### config.mk
export PLATFORM = sky130hd
export DESIGN_NAME = flash_wr_gate
export DESIGN_NICKNAME = d
export VERILOG_FILES = /design/src/rtl/fwg_pkg.sv /design/src/rtl/fwg_strobe_qual.sv /design/src/rtl/fwg_cmd_seq.sv /design/src/rtl/fwg_rb_drive.sv /design/src/rtl/flash_wr_gate.sv
export SDC_FILE = /design/constraint.sdc
export NUM_CORES = 1
export LEC_CHECK = 0
export BUFFER_PORTS_ARGS = -buffer_cell sky130_fd_sc_hd__buf_2
export CORE_UTILIZATION = 45
export CTS_BUF_LIST = sky130_fd_sc_hd__clkbuf_4
export DETAILED_ROUTE_END_ITERATION = 7
export PLACE_DENSITY = 0.69
export SYNTH_ARGS = -nofsm -noshare
export SYNTH_HDL_FRONTEND = slang
export SYNTH_SLANG_ARGS = --single-unit
### constraint.sdc
create_clock -name clk -period 1.6 [get_ports clk]
set_input_delay 0.24 -clock clk [delete_from_list [all_inputs] [get_ports clk]]
set_output_delay 0.24 -clock clk [all_outputs]
set_load 0.1 [all_outputs]
### src/rtl/fwg_pkg.sv
// Shared types and command constants for the flash write-gating controller.
package fwg_pkg;
    typedef enum logic [1:0] {
        MODE_READ  = 2'd0,
        MODE_PROG  = 2'd1,
        MODE_ERASE = 2'd2,
        MODE_SUSP  = 2'd3
    } mode_t;

    typedef enum logic [1:0] {
        CMD_PROG  = 2'd0,
        CMD_ERASE = 2'd1,
        CMD_SUSP  = 2'd2
    } cmd_t;

    typedef enum logic [1:0] {
        STEP_IDLE = 2'd0,
        STEP_KEY1 = 2'd1,
        STEP_KEY2 = 2'd2
    } step_t;

    localparam logic [15:0] KEY_ADDR_A = 16'h5555;
    localparam logic [15:0] KEY_ADDR_B = 16'h2AAA;
    localparam logic [7:0]  KEY_BYTE_A = 8'hAA;
    localparam logic [7:0]  KEY_BYTE_B = 8'h55;
    localparam logic [7:0]  OP_PROG    = 8'hA0;
    localparam logic [7:0]  OP_ERASE   = 8'h80;
    localparam logic [7:0]  OP_SUSP    = 8'hB0;
    localparam logic [7:0]  OP_RESET   = 8'hF0;
endpackage

### src/rtl/fwg_strobe_qual.sv
// Strobe qualifier: turns sampled ce_n/we_n/oe_n into single-cycle write
// events. A write needs the qualifying level for GLITCH_CYC samples in a row.
// Assumes the strobes are already synchronous to clk. ADDR_W >= 15.
module fwg_strobe_qual #(
    parameter int ADDR_W     = 16,
    parameter int DATA_W     = 8,
    parameter int GLITCH_CYC = 2
) (
    input  logic              clk,
    input  logic              rst_n,
    input  logic              ce_n,
    input  logic              oe_n,
    input  logic              we_n,
    input  logic              low_vcc,
    input  logic [ADDR_W-1:0] addr,
    input  logic [DATA_W-1:0] data,
    output logic              wr_valid,
    output logic [ADDR_W-1:0] wr_addr,
    output logic [DATA_W-1:0] wr_data
);
    localparam int CNT_W = $clog2(GLITCH_CYC + 1);
    localparam logic [CNT_W-1:0] CNT_FULL = CNT_W'(GLITCH_CYC);

    logic             qual;
    logic [CNT_W-1:0] width_cnt;

    assign qual = ~ce_n & ~we_n & oe_n & ~low_vcc;

    // Count consecutive qualifying samples, saturating at the threshold.
    always_ff @(posedge clk) begin
        if (!rst_n)                      width_cnt <= '0;
        else if (!qual)                  width_cnt <= '0;
        else if (width_cnt != CNT_FULL)  width_cnt <= width_cnt + 1'b1;
    end

    // Hold address and data from the latest qualifying sample.
    always_ff @(posedge clk) begin
        if (!rst_n) begin
            wr_addr <= '0;
            wr_data <= '0;
        end else if (qual) begin
            wr_addr <= addr;
            wr_data <= data;
        end
    end

    // Emit the write event when a long-enough strobe ends.
    always_ff @(posedge clk) begin
        if (!rst_n) wr_valid <= 1'b0;
        else        wr_valid <= ~qual & ~low_vcc & (width_cnt == CNT_FULL);
    end
endmodule

### src/rtl/fwg_cmd_seq.sv
// Command sequencer: walks the three-step unlock, issues the start pulse,
// keeps the mode register and the busy state. Lockout beats engine done,
// which beats writes.
module fwg_cmd_seq
    import fwg_pkg::*;
#(
    parameter int ADDR_W = 16,
    parameter int DATA_W = 8
) (
    input  logic              clk,
    input  logic              rst_n,
    input  logic              low_vcc,
    input  logic              eng_done,
    input  logic              wr_valid,
    input  logic [ADDR_W-1:0] wr_addr,
    input  logic [DATA_W-1:0] wr_data,
    output logic              start,
    output cmd_t              start_cmd,
    output mode_t             mode,
    output logic              busy
);
    step_t step;
    logic  at_key_a, at_key_b;

    assign at_key_a = (wr_addr == ADDR_W'(KEY_ADDR_A));
    assign at_key_b = (wr_addr == ADDR_W'(KEY_ADDR_B));

    // Sequence, busy and mode update; start defaults low every cycle.
    always_ff @(posedge clk) begin
        if (!rst_n) begin
            step      <= STEP_IDLE;
            busy      <= 1'b0;
            mode      <= MODE_READ;
            start     <= 1'b0;
            start_cmd <= CMD_PROG;
        end else begin
            start <= 1'b0;
            if (low_vcc) begin
                step <= STEP_IDLE;
                busy <= 1'b0;
                mode <= MODE_READ;
            end else if (busy) begin
                if (eng_done) begin
                    busy <= 1'b0;
                    mode <= MODE_READ;
                end else if (wr_valid && wr_data == DATA_W'(OP_SUSP) && mode != MODE_SUSP) begin
                    start     <= 1'b1;
                    start_cmd <= CMD_SUSP;
                    mode      <= MODE_SUSP;
                end
            end else if (wr_valid) begin
                unique case (step)
                    STEP_IDLE: step <= (at_key_a && wr_data == DATA_W'(KEY_BYTE_A)) ? STEP_KEY1 : STEP_IDLE;
                    STEP_KEY1: step <= (at_key_b && wr_data == DATA_W'(KEY_BYTE_B)) ? STEP_KEY2 : STEP_IDLE;
                    default: begin
                        step <= STEP_IDLE;
                        if (at_key_a) begin
                            if (wr_data == DATA_W'(OP_PROG)) begin
                                start     <= 1'b1;
                                start_cmd <= CMD_PROG;
                                mode      <= MODE_PROG;
                                busy      <= 1'b1;
                            end else if (wr_data == DATA_W'(OP_ERASE)) begin
                                start     <= 1'b1;
                                start_cmd <= CMD_ERASE;
                                mode      <= MODE_ERASE;
                                busy      <= 1'b1;
                            end else if (wr_data == DATA_W'(OP_RESET)) begin
                                mode      <= MODE_READ;
                            end
                        end
                    end
                endcase
            end
        end
    end
endmodule

### src/rtl/fwg_rb_drive.sv
// Ready/busy driver: pull-low enable for an open-drain line. It depends only
// on the busy state and the engine's suspend and power-down flags, never on
// the chip or output enables.
module fwg_rb_drive (
    input  logic busy,
    input  logic eng_susp,
    input  logic eng_pd,
    output logic rb_pull_en
);
    // Pull low only while an operation is actually running.
    always_comb rb_pull_en = busy & ~eng_susp & ~eng_pd;
endmodule

### src/rtl/flash_wr_gate.sv
// Top of the flash write-gating and ready/busy controller. Chains the strobe
// qualifier, the command sequencer and the ready/busy driver.
module flash_wr_gate #(
    parameter int ADDR_W     = 16,
    parameter int DATA_W     = 8,
    parameter int GLITCH_CYC = 2
) (
    input  logic              clk,
    input  logic              rst_n,
    input  logic              ce_n,
    input  logic              oe_n,
    input  logic              we_n,
    input  logic              low_vcc,
    input  logic [ADDR_W-1:0] addr,
    input  logic [DATA_W-1:0] data,
    input  logic              eng_done,
    input  logic              eng_susp,
    input  logic              eng_pd,
    output logic              start,
    output logic [1:0]        start_cmd,
    output logic [1:0]        mode,
    output logic              rb_pull_en
);
    logic              wr_valid;
    logic [ADDR_W-1:0] wr_addr;
    logic [DATA_W-1:0] wr_data;
    logic              busy;
    fwg_pkg::cmd_t     cmd_q;
    fwg_pkg::mode_t    mode_q;

    fwg_strobe_qual #(.ADDR_W(ADDR_W), .DATA_W(DATA_W), .GLITCH_CYC(GLITCH_CYC)) u_qual (
        .clk(clk), .rst_n(rst_n), .ce_n(ce_n), .oe_n(oe_n), .we_n(we_n),
        .low_vcc(low_vcc), .addr(addr), .data(data),
        .wr_valid(wr_valid), .wr_addr(wr_addr), .wr_data(wr_data)
    );

    fwg_cmd_seq #(.ADDR_W(ADDR_W), .DATA_W(DATA_W)) u_seq (
        .clk(clk), .rst_n(rst_n), .low_vcc(low_vcc), .eng_done(eng_done),
        .wr_valid(wr_valid), .wr_addr(wr_addr), .wr_data(wr_data),
        .start(start), .start_cmd(cmd_q), .mode(mode_q), .busy(busy)
    );

    fwg_rb_drive u_rb (
        .busy(busy), .eng_susp(eng_susp), .eng_pd(eng_pd), .rb_pull_en(rb_pull_en)
    );

    assign start_cmd = cmd_q;
    assign mode      = mode_q;
endmodule

==> results of run 1 <==
==> cell usage after synthesis (2+ instances only) <==
cell type / n
nor2b_1: 2
dfxtp_1: 35
inv_1: 4
nor3_1: 4
nand4_1: 5
nand2_1: 57
a21boi_0: 24
a21oi_1: 5
nor4_1: 2
clkbuf_1: 5
nor2_1: 8
nand3_1: 5
buf_2: 2
and4bb_2: 5
nand2b_1: 2
==> what timing repair did <==
action	4_1_cts	5_1_grt
gates resized for setup	1	5
setup endpoints to repair	1	2
hold buffers	0	0
gates cloned	0	0
pin swaps	1	1
hold endpoints to repair	0	0
buffers inserted	0	4
==> path summary, 6_finish.rpt <==
kind	startpoint	endpoint	slack, ns	depth (start not counted)
worst min-delay path	data[2]	u_qual.wr_data[2]$_SDFFE_PN0P_	0.13	3
worst min register to register	u_qual.wr_addr[15]$_SDFFE_PN0P_	u_qual.wr_addr[15]$_SDFFE_PN0P_	0.48	2
worst max-delay path	u_seq.busy$_SDFF_PP0_	rb_pull_en	0.07	4
worst max register to register	u_qual.wr_addr[3]$_SDFFE_PN0P_	u_seq.mode[1]$_SDFFE_PP0P_	0.09	5
==> flip-flops by register name, summed over array words and instances, names as in the netlist <==
| signal | flops |
|---|---|
| u_qual.wr_data | 8 |
| u_qual.wr_addr | 16 |
| u_qual.width_cnt | 2 |
| u_qual.wr_valid | 1 |
| u_seq.step | 2 |
| u_seq.busy | 1 |
| u_seq.start_cmd | 2 |
| u_seq.start | 1 |
| u_seq.mode | 2 |
==> layer usage <==
layer	vias up	wire length [um]	share of wire (%)	global-route usage, %
met3	4	157	4.4	7.904
met1	674	1558	44	21.50
li1	776	-	-	-
met5	-	0	0	0
met2	35	1818	51	37.64
met4	0	40	1.1	7.267
==> layout make-up <==
class	instances	area, sq um
Clock inverter	2	8.758
Inverter	4	17.52
Fill cell	336	1379
Clock buffer	5	37.54
Sequential cell	35	706.9
Timing Repair Buffer	53	321.6
Multi-Input combinational cell	144	887.1
Tap cell	46	57.56
==> tightest hold or removal path, delay by kind of cell <==
family          cells  cell delay (ns)
compound gates      1             0.06
buf+inv             1             0.09
simple gates        1             0.04
==> kinds of logic (layout without fill, tap and decap cells) <==
kind of cell	count (synthesis)	after routing	synth area share, %
buffers and inverters	12	64	3.374
and+or+nand+nor	102	102	33.13
xor gates and xnor gates	1	1	0.5369
AOI/OAI and AO/OA	39	39	18.63
DFF	35	35	42.94
muxes	1	1	0.6135
adders and majority gates	1	1	0.7667
==> metrics by stage <==
step | total power [mW] | utilization (%) | cell area [sq um] | setup slack (ns)
after detailed placement | 1.035 | 57.11 | 1951 | 0.1111
after global routing | 1.537 | 59.63 | 2037 | 0.002693
after CTS | 1.467 | 58.50 | 1998 | 0.004241
final | 1.457 | 59.63 | 2037 | 0.07012
after floorplan | 0.9684 | - | 1645 | 0.01502
after global placement | 1.034 | 57.11 | 1951 | 0.1570
==> power by group <==
group	internal, mW	switching, mW	total, mW
registers	0.884	0.0116	0.895
clock network	0.155	0.287	0.442
logic	0.0628	0.0564	0.119
==> results.yml, run 1 <==
die:
  ioPinCount: 39
  start_util_pct: 47.77
  core_sq_um: 3416
  dieArea_sq_um: 3871
  die_w_um: 62.22
  rows: 21
  die_h_um: 62.22
worst_setup_path:
  slowest_delay_ns: 0.36
  worstPathArrival_ns: 1.29
  crit_chain: "buf_6, inv_4, nor3_4, buf_12"
  path_class: "reg2out"
  end_kind: "primary output"
  critPathBufInv: 3
  worstSetupStartpointType: "flip-flop"
  crit_required_ns: 1.36
  crit_path_max_fanout: 6
  critPathSlowestCell: "dfxtp_2"
  critPathTopFamily: "buffers and inverters"
synth:
  synth_top_area_cell: "dfxtp_1"
  yosysTopAreaCellShare_pct: 42.94
  synth_area_leaders: "dfxtp_1 43%, nand2_1 13%, a21boi_0 11%"
  syn_area_per_cell_sq_um: 8.542
  postSynth.asyncResetShare_pct: 0
  yosysSeqAreaShare_pct: 42.94
  ys_warn_count: 0
  syn_inst: 191
  synth_edf_count: 0
  syn_nets: 225
  syn_area_sq_um: 1632
  yosysUniqueCellTypes: 41
  yosys_register_bits: 35
  synth_ff_type: "dfxtp_1"
clocking:
  clkTransAtPathRegs_ns: 0.10
  htree_levels: 2
  cts_root_buf: "clkbuf_4"
  clkLatencyLatePin_ns: 0.35
  clock_sinks: 35
  cts_tree: "done"
  clockBufferDepth: 2
  cts-buffers-inserted: 5
route:
  drc: 0
  vias: 1489
  wl_mm: 3.575
  wl_per_cell_um: 12.37
  antenna_left: 0
  dr.pass1.iters: 4
  drt_iter0_markers: 73
  vias_per_cell: 5.152
placement:
  gp_congestion: 0.8400
  io_buffers: 38
  dp_hpwl_mm: 2.632
  dp.cells: 278
cells_and_area:
  syn_to_final_growth_pct: 24.85
  final_cell_mix: "57 x nand2_1, 37 x buf_2, 30 x dfxtp_1"
  final_common_cell: "nand2_1"
  diodes: 0
  layout-drive-gt1-share_pct: 32.10
  finalNonFillerCells: 289
  nets: 277
global_routing:
  grt_pass1_wl_mm: 6.265
  grt_overflow: 0
  antenna_found_initial: 0
  grt_max_degree: 29
  grt.total_usage_pct: 20.69
  grt_pass1_vias: 1534
timing:
  rsz0062_at_grt: "false"
  fmax_ghz: 0.6536
  tightest_slew_ns: 0.4825
  setup_viol: 0
  final_max_slew_viol_count: 0
  period_needed_ns: 1.530
  post-route-period-util_pct: 95.62
  hold-worst-slack_ns: 0.1254
  hold_viol_final: 0
  clock_skew_ns: 0.007184
  timing.setup.tns_ns: 0
  slew_headroom_pct: 68.06
hold_path:
  min_path_type: "in2reg"
outcome:
  status: "finished clean"
run:
  drv_cap: 0
power:
  p_per_area_nw_per_um2: 715.2
  leakagePower_nw: 0.7998
  vdd_drop_max_mv: 0.5218
Note: power is estimated with default switching activity, not from simulation.
==> run 2: changes to the inputs <==
--- a/config.mk
+++ b/config.mk
@@ -7,9 +7,10 @@
 export LEC_CHECK = 0
 export BUFFER_PORTS_ARGS = -buffer_cell sky130_fd_sc_hd__buf_2
 export CORE_UTILIZATION = 45
-export CTS_BUF_LIST = sky130_fd_sc_hd__clkbuf_4
 export DETAILED_ROUTE_END_ITERATION = 7
-export PLACE_DENSITY = 0.69
+export GPL_ROUTABILITY_DRIVEN = 1
+export PLACE_DENSITY = 0.68
 export SYNTH_ARGS = -nofsm -noshare
 export SYNTH_HDL_FRONTEND = slang
+export SYNTH_HIERARCHICAL = 1
 export SYNTH_SLANG_ARGS = --single-unit
==> results.yml, run 2 <==
outcome:
  status: "complete, but fails checks"
  violations: "setup timing"
synth:
  syn_inst: 199
  syn_area_per_cell_sq_um: 8.878
  yosysUniqueCellTypes: 44
  synth_area_leaders: "dfxtp_1 40%, mux2i_1 14%, nand2_1 12%"
  postSynth.asyncResetShare_pct: 0
  syn_nets: 233
  yosysTopAreaCellShare_pct: 39.66
  synth_common_cells: "56 x nand2_1, 35 x dfxtp_1, 24 x mux2i_1"
  synth_top_area_cell: "dfxtp_1"
  yosys_register_bits: 35
  yosysSeqAreaShare_pct: 39.66
  ys_warn_count: 6
  syn_area_sq_um: 1767
  synthMostInstantiatedCell: "nand2_1"
  synth_ff_type: "dfxtp_1"
  synth_edf_count: 0
clocking:
  clockBufferDepth: 2
  clkTransAtPathRegs_ns: 0.07
  clkLatencyLatePin_ns: 0.30
  cts_root_buf: "clkbuf_8"
  cts_tree: "done"
  htree_levels: 2
  clock_sinks: 35
  cts-buffers-inserted: 5
power:
  seq_power_share_pct: 50.7
  p_sw_share_pct: 24.74
  clockPowerShare_pct: 39.3
  total_power_mw: 1.761
  leakagePower_nw: 1.012
  p_per_area_nw_per_um2: 702.4
  vdd_drop_max_mv: 0.6100
  internal-power_mw: 1.326
  combPwrFrac_pct: 9.9
  net-switching-power_uw: 435.7
cells_and_area:
  final_cell_mix: "56 x nand2_1, 41 x buf_4, 37 x buf_2"
  top_regs: "u_qual/wr_addr: 16 flops, u_qual/wr_data: 8 flops"
  syn_to_final_growth_pct: 41.93
  max_flop_register: "u_qual/wr_addr"
  final_common_cell: "nand2_1"
  largest_reg_flops: 16
  nets: 310
  layout-drive-gt1-share_pct: 40.07
  fillers: 323
  diodes: 0
worst_setup_path:
  startpoint: "u_qual/wr_data[3]$_SDFFE_PN0P_"
  critPathSlowestCell: "or4_4"
  critPathTopFamily: "simple AND/OR/NAND/NOR gates"
  worstSetupStartpointType: "flip-flop"
  path_class: "reg2reg"
  crit_chain: "or4_4, buf_6, a2111o_1, or3_4, a211oi_2"
  regToRegStartpoint: "u_qual/wr_data[3]$_SDFFE_PN0P_"
  slowest_delay_ns: 0.54
  critPathBufInv: 1
  worstPathArrival_ns: 2.15
  end_kind: "flip-flop"
  crit_path_max_fanout: 5
  crit_required_ns: 1.82
route:
  vias: 1704
  antenna_left: 0
  wl_met1_mm: 1.981
  drc: 0
  highest_layer: "met4"
  vias_per_cell: 5.243
  wl_met3_um: 142
  wl_met2_mm: 2.090
  dr.pass1.iters: 4
  wl_mm: 4.307
  wl_per_cell_um: 13.25
  drt_iter0_markers: 101
global_routing:
  grt_pass1_wl_mm: 7.348
  grt_max_degree: 32
  grt_pass1_vias: 1651
  grt.total_usage_pct: 23.20
  grt_overflow: 0
  antenna_found_initial: 0
timing:
  setup_ws_ns: -0.3321
  timing.setup.tns_ns: -1.147
  slew_headroom_pct: 67.49
  hold_viol_final: 0
  period_needed_ns: 1.932
  final_max_slew_viol_count: 0
  rsz0062_at_grt: "true"
  tightest_slew_ns: 0.4825
  setup_viol: 6
  clock_skew_ns: 0.005408
  post-route-period-util_pct: 120.8
  fmax_ghz: 0.5176
die:
  die_h_um: 64.66
  start_util_pct: 47.54
  rows: 22
  dieArea_sq_um: 4180
  die_w_um: 64.66
  ioPinCount: 39
  core_sq_um: 3716
placement:
  gp_congestion: 0.8624
  io_buffers: 38
  dp_hpwl_mm: 2.979
run:
  drv_cap: 0
hold_path:
  min_path_type: "in2reg"
  hold_start: "oe_n"
## run 2: cell count changes in the layout (fill, tap and decap cells not counted), moves of 3 or more
cell / before / now
buf_4: 14 / 41
a21boi_0: 24 / 0
mux2i_1: 1 / 24
clkbuf_8: 0 / 6
and4bb_2: 5 / 0
clkbuf_4: 5 / 0
dfxtp_1: 30 / 33
dfxtp_2: 5 / 2
nor2_1: 8 / 5
nor3_1: 3 / 0
## run 2: path summary, 6_finish.rpt
| kind | to | slack (ns) | depth (start not counted) |
|---|---|---|---|
| worst max-delay path | u_seq/mode[1]$_SDFFE_PP0P_ | -0.33 | 5 |
| worst min-delay path | u_qual/wr_valid$_SDFF_PN0_ | 0.13 | 2 |
| worst max register to register | u_seq/mode[1]$_SDFFE_PP0P_ | -0.33 | 5 |
| worst min register to register | u_qual/wr_addr[8]$_SDFFE_PN0P_ | 0.48 | 2 |
## run 2: layout make-up
cell class	count	area [sq um]	share of cell area [%]
multi-input combinational	149	1086	43.31
inverter	4	15.01	0.5988
tap	48	60.06	2.395
clock inverter	2	16.27	0.6487
clock buffer	6	82.58	3.293
sequential	35	703.2	28.04
timing repair buffer	81	544.3	21.71
## run 2: stage by stage
| step | hold WS [ns] | instance area [sq um] | utilization, % | cells | setup slack, ns |
|---|---|---|---|---|---|
| 6_report | 0.1349 | 2507 | 67.47 | 325 | -0.3321 |
| 5_1_grt | 0.1499 | 2507 | 67.47 | 325 | -0.3754 |
| 4_1_cts | 0.1327 | 2470 | 66.46 | 325 | -0.2846 |
| 3_5_place_dp | 0.4430 | 2275 | 61.21 | 315 | -0.3343 |
| 3_3_place_gp | 0.4445 | 2275 | 61.21 | 315 | -0.3176 |
| 2_1_floorplan | 0.3128 | 1773 | - | 199 | -0.3958 |
## run 2: timing repair
item,4_1_cts,5_1_grt
resized for setup,15,8
setup buffers,2,0
pin swaps,4,5
endpoints found under the setup margin,7,7
hold buffers,0,0
## run 2: layer usage
metal  vias to the layer above  GRT usage, %
met5                         -             0
met4                         0         12.22
met3                         9         4.754
met2                        41         37.24
met1                       790         29.08
li1                        864             -
## run 2: cells by family (layout without fill, tap and decap cells)
| logic type | Yosys count | count (layout) | synth area share, % |
|---|---|---|---|
| simple gates | 102 | 102 | 31.02 |
| flops | 35 | 35 | 39.66 |
| mux | 24 | 24 | 13.60 |
| compound gates | 21 | 21 | 8.924 |
| buf+inv | 15 | 93 | 5.595 |
| fa+ha+maj | 1 | 1 | 0.7081 |
| xor+xnor | 1 | 1 | 0.4958 |
## run 2: power groups by stage
stage	combinational, mW	clock [mW]	sequential [mW]
3_5_place_dp	0.161	0	0.913
2_1_floorplan	0.0807	0	0.912
5_1_grt	0.192	0.743	0.895
6_report	0.175	0.693	0.894
4_1_cts	0.171	0.702	0.893
3_3_place_gp	0.159	0	0.912
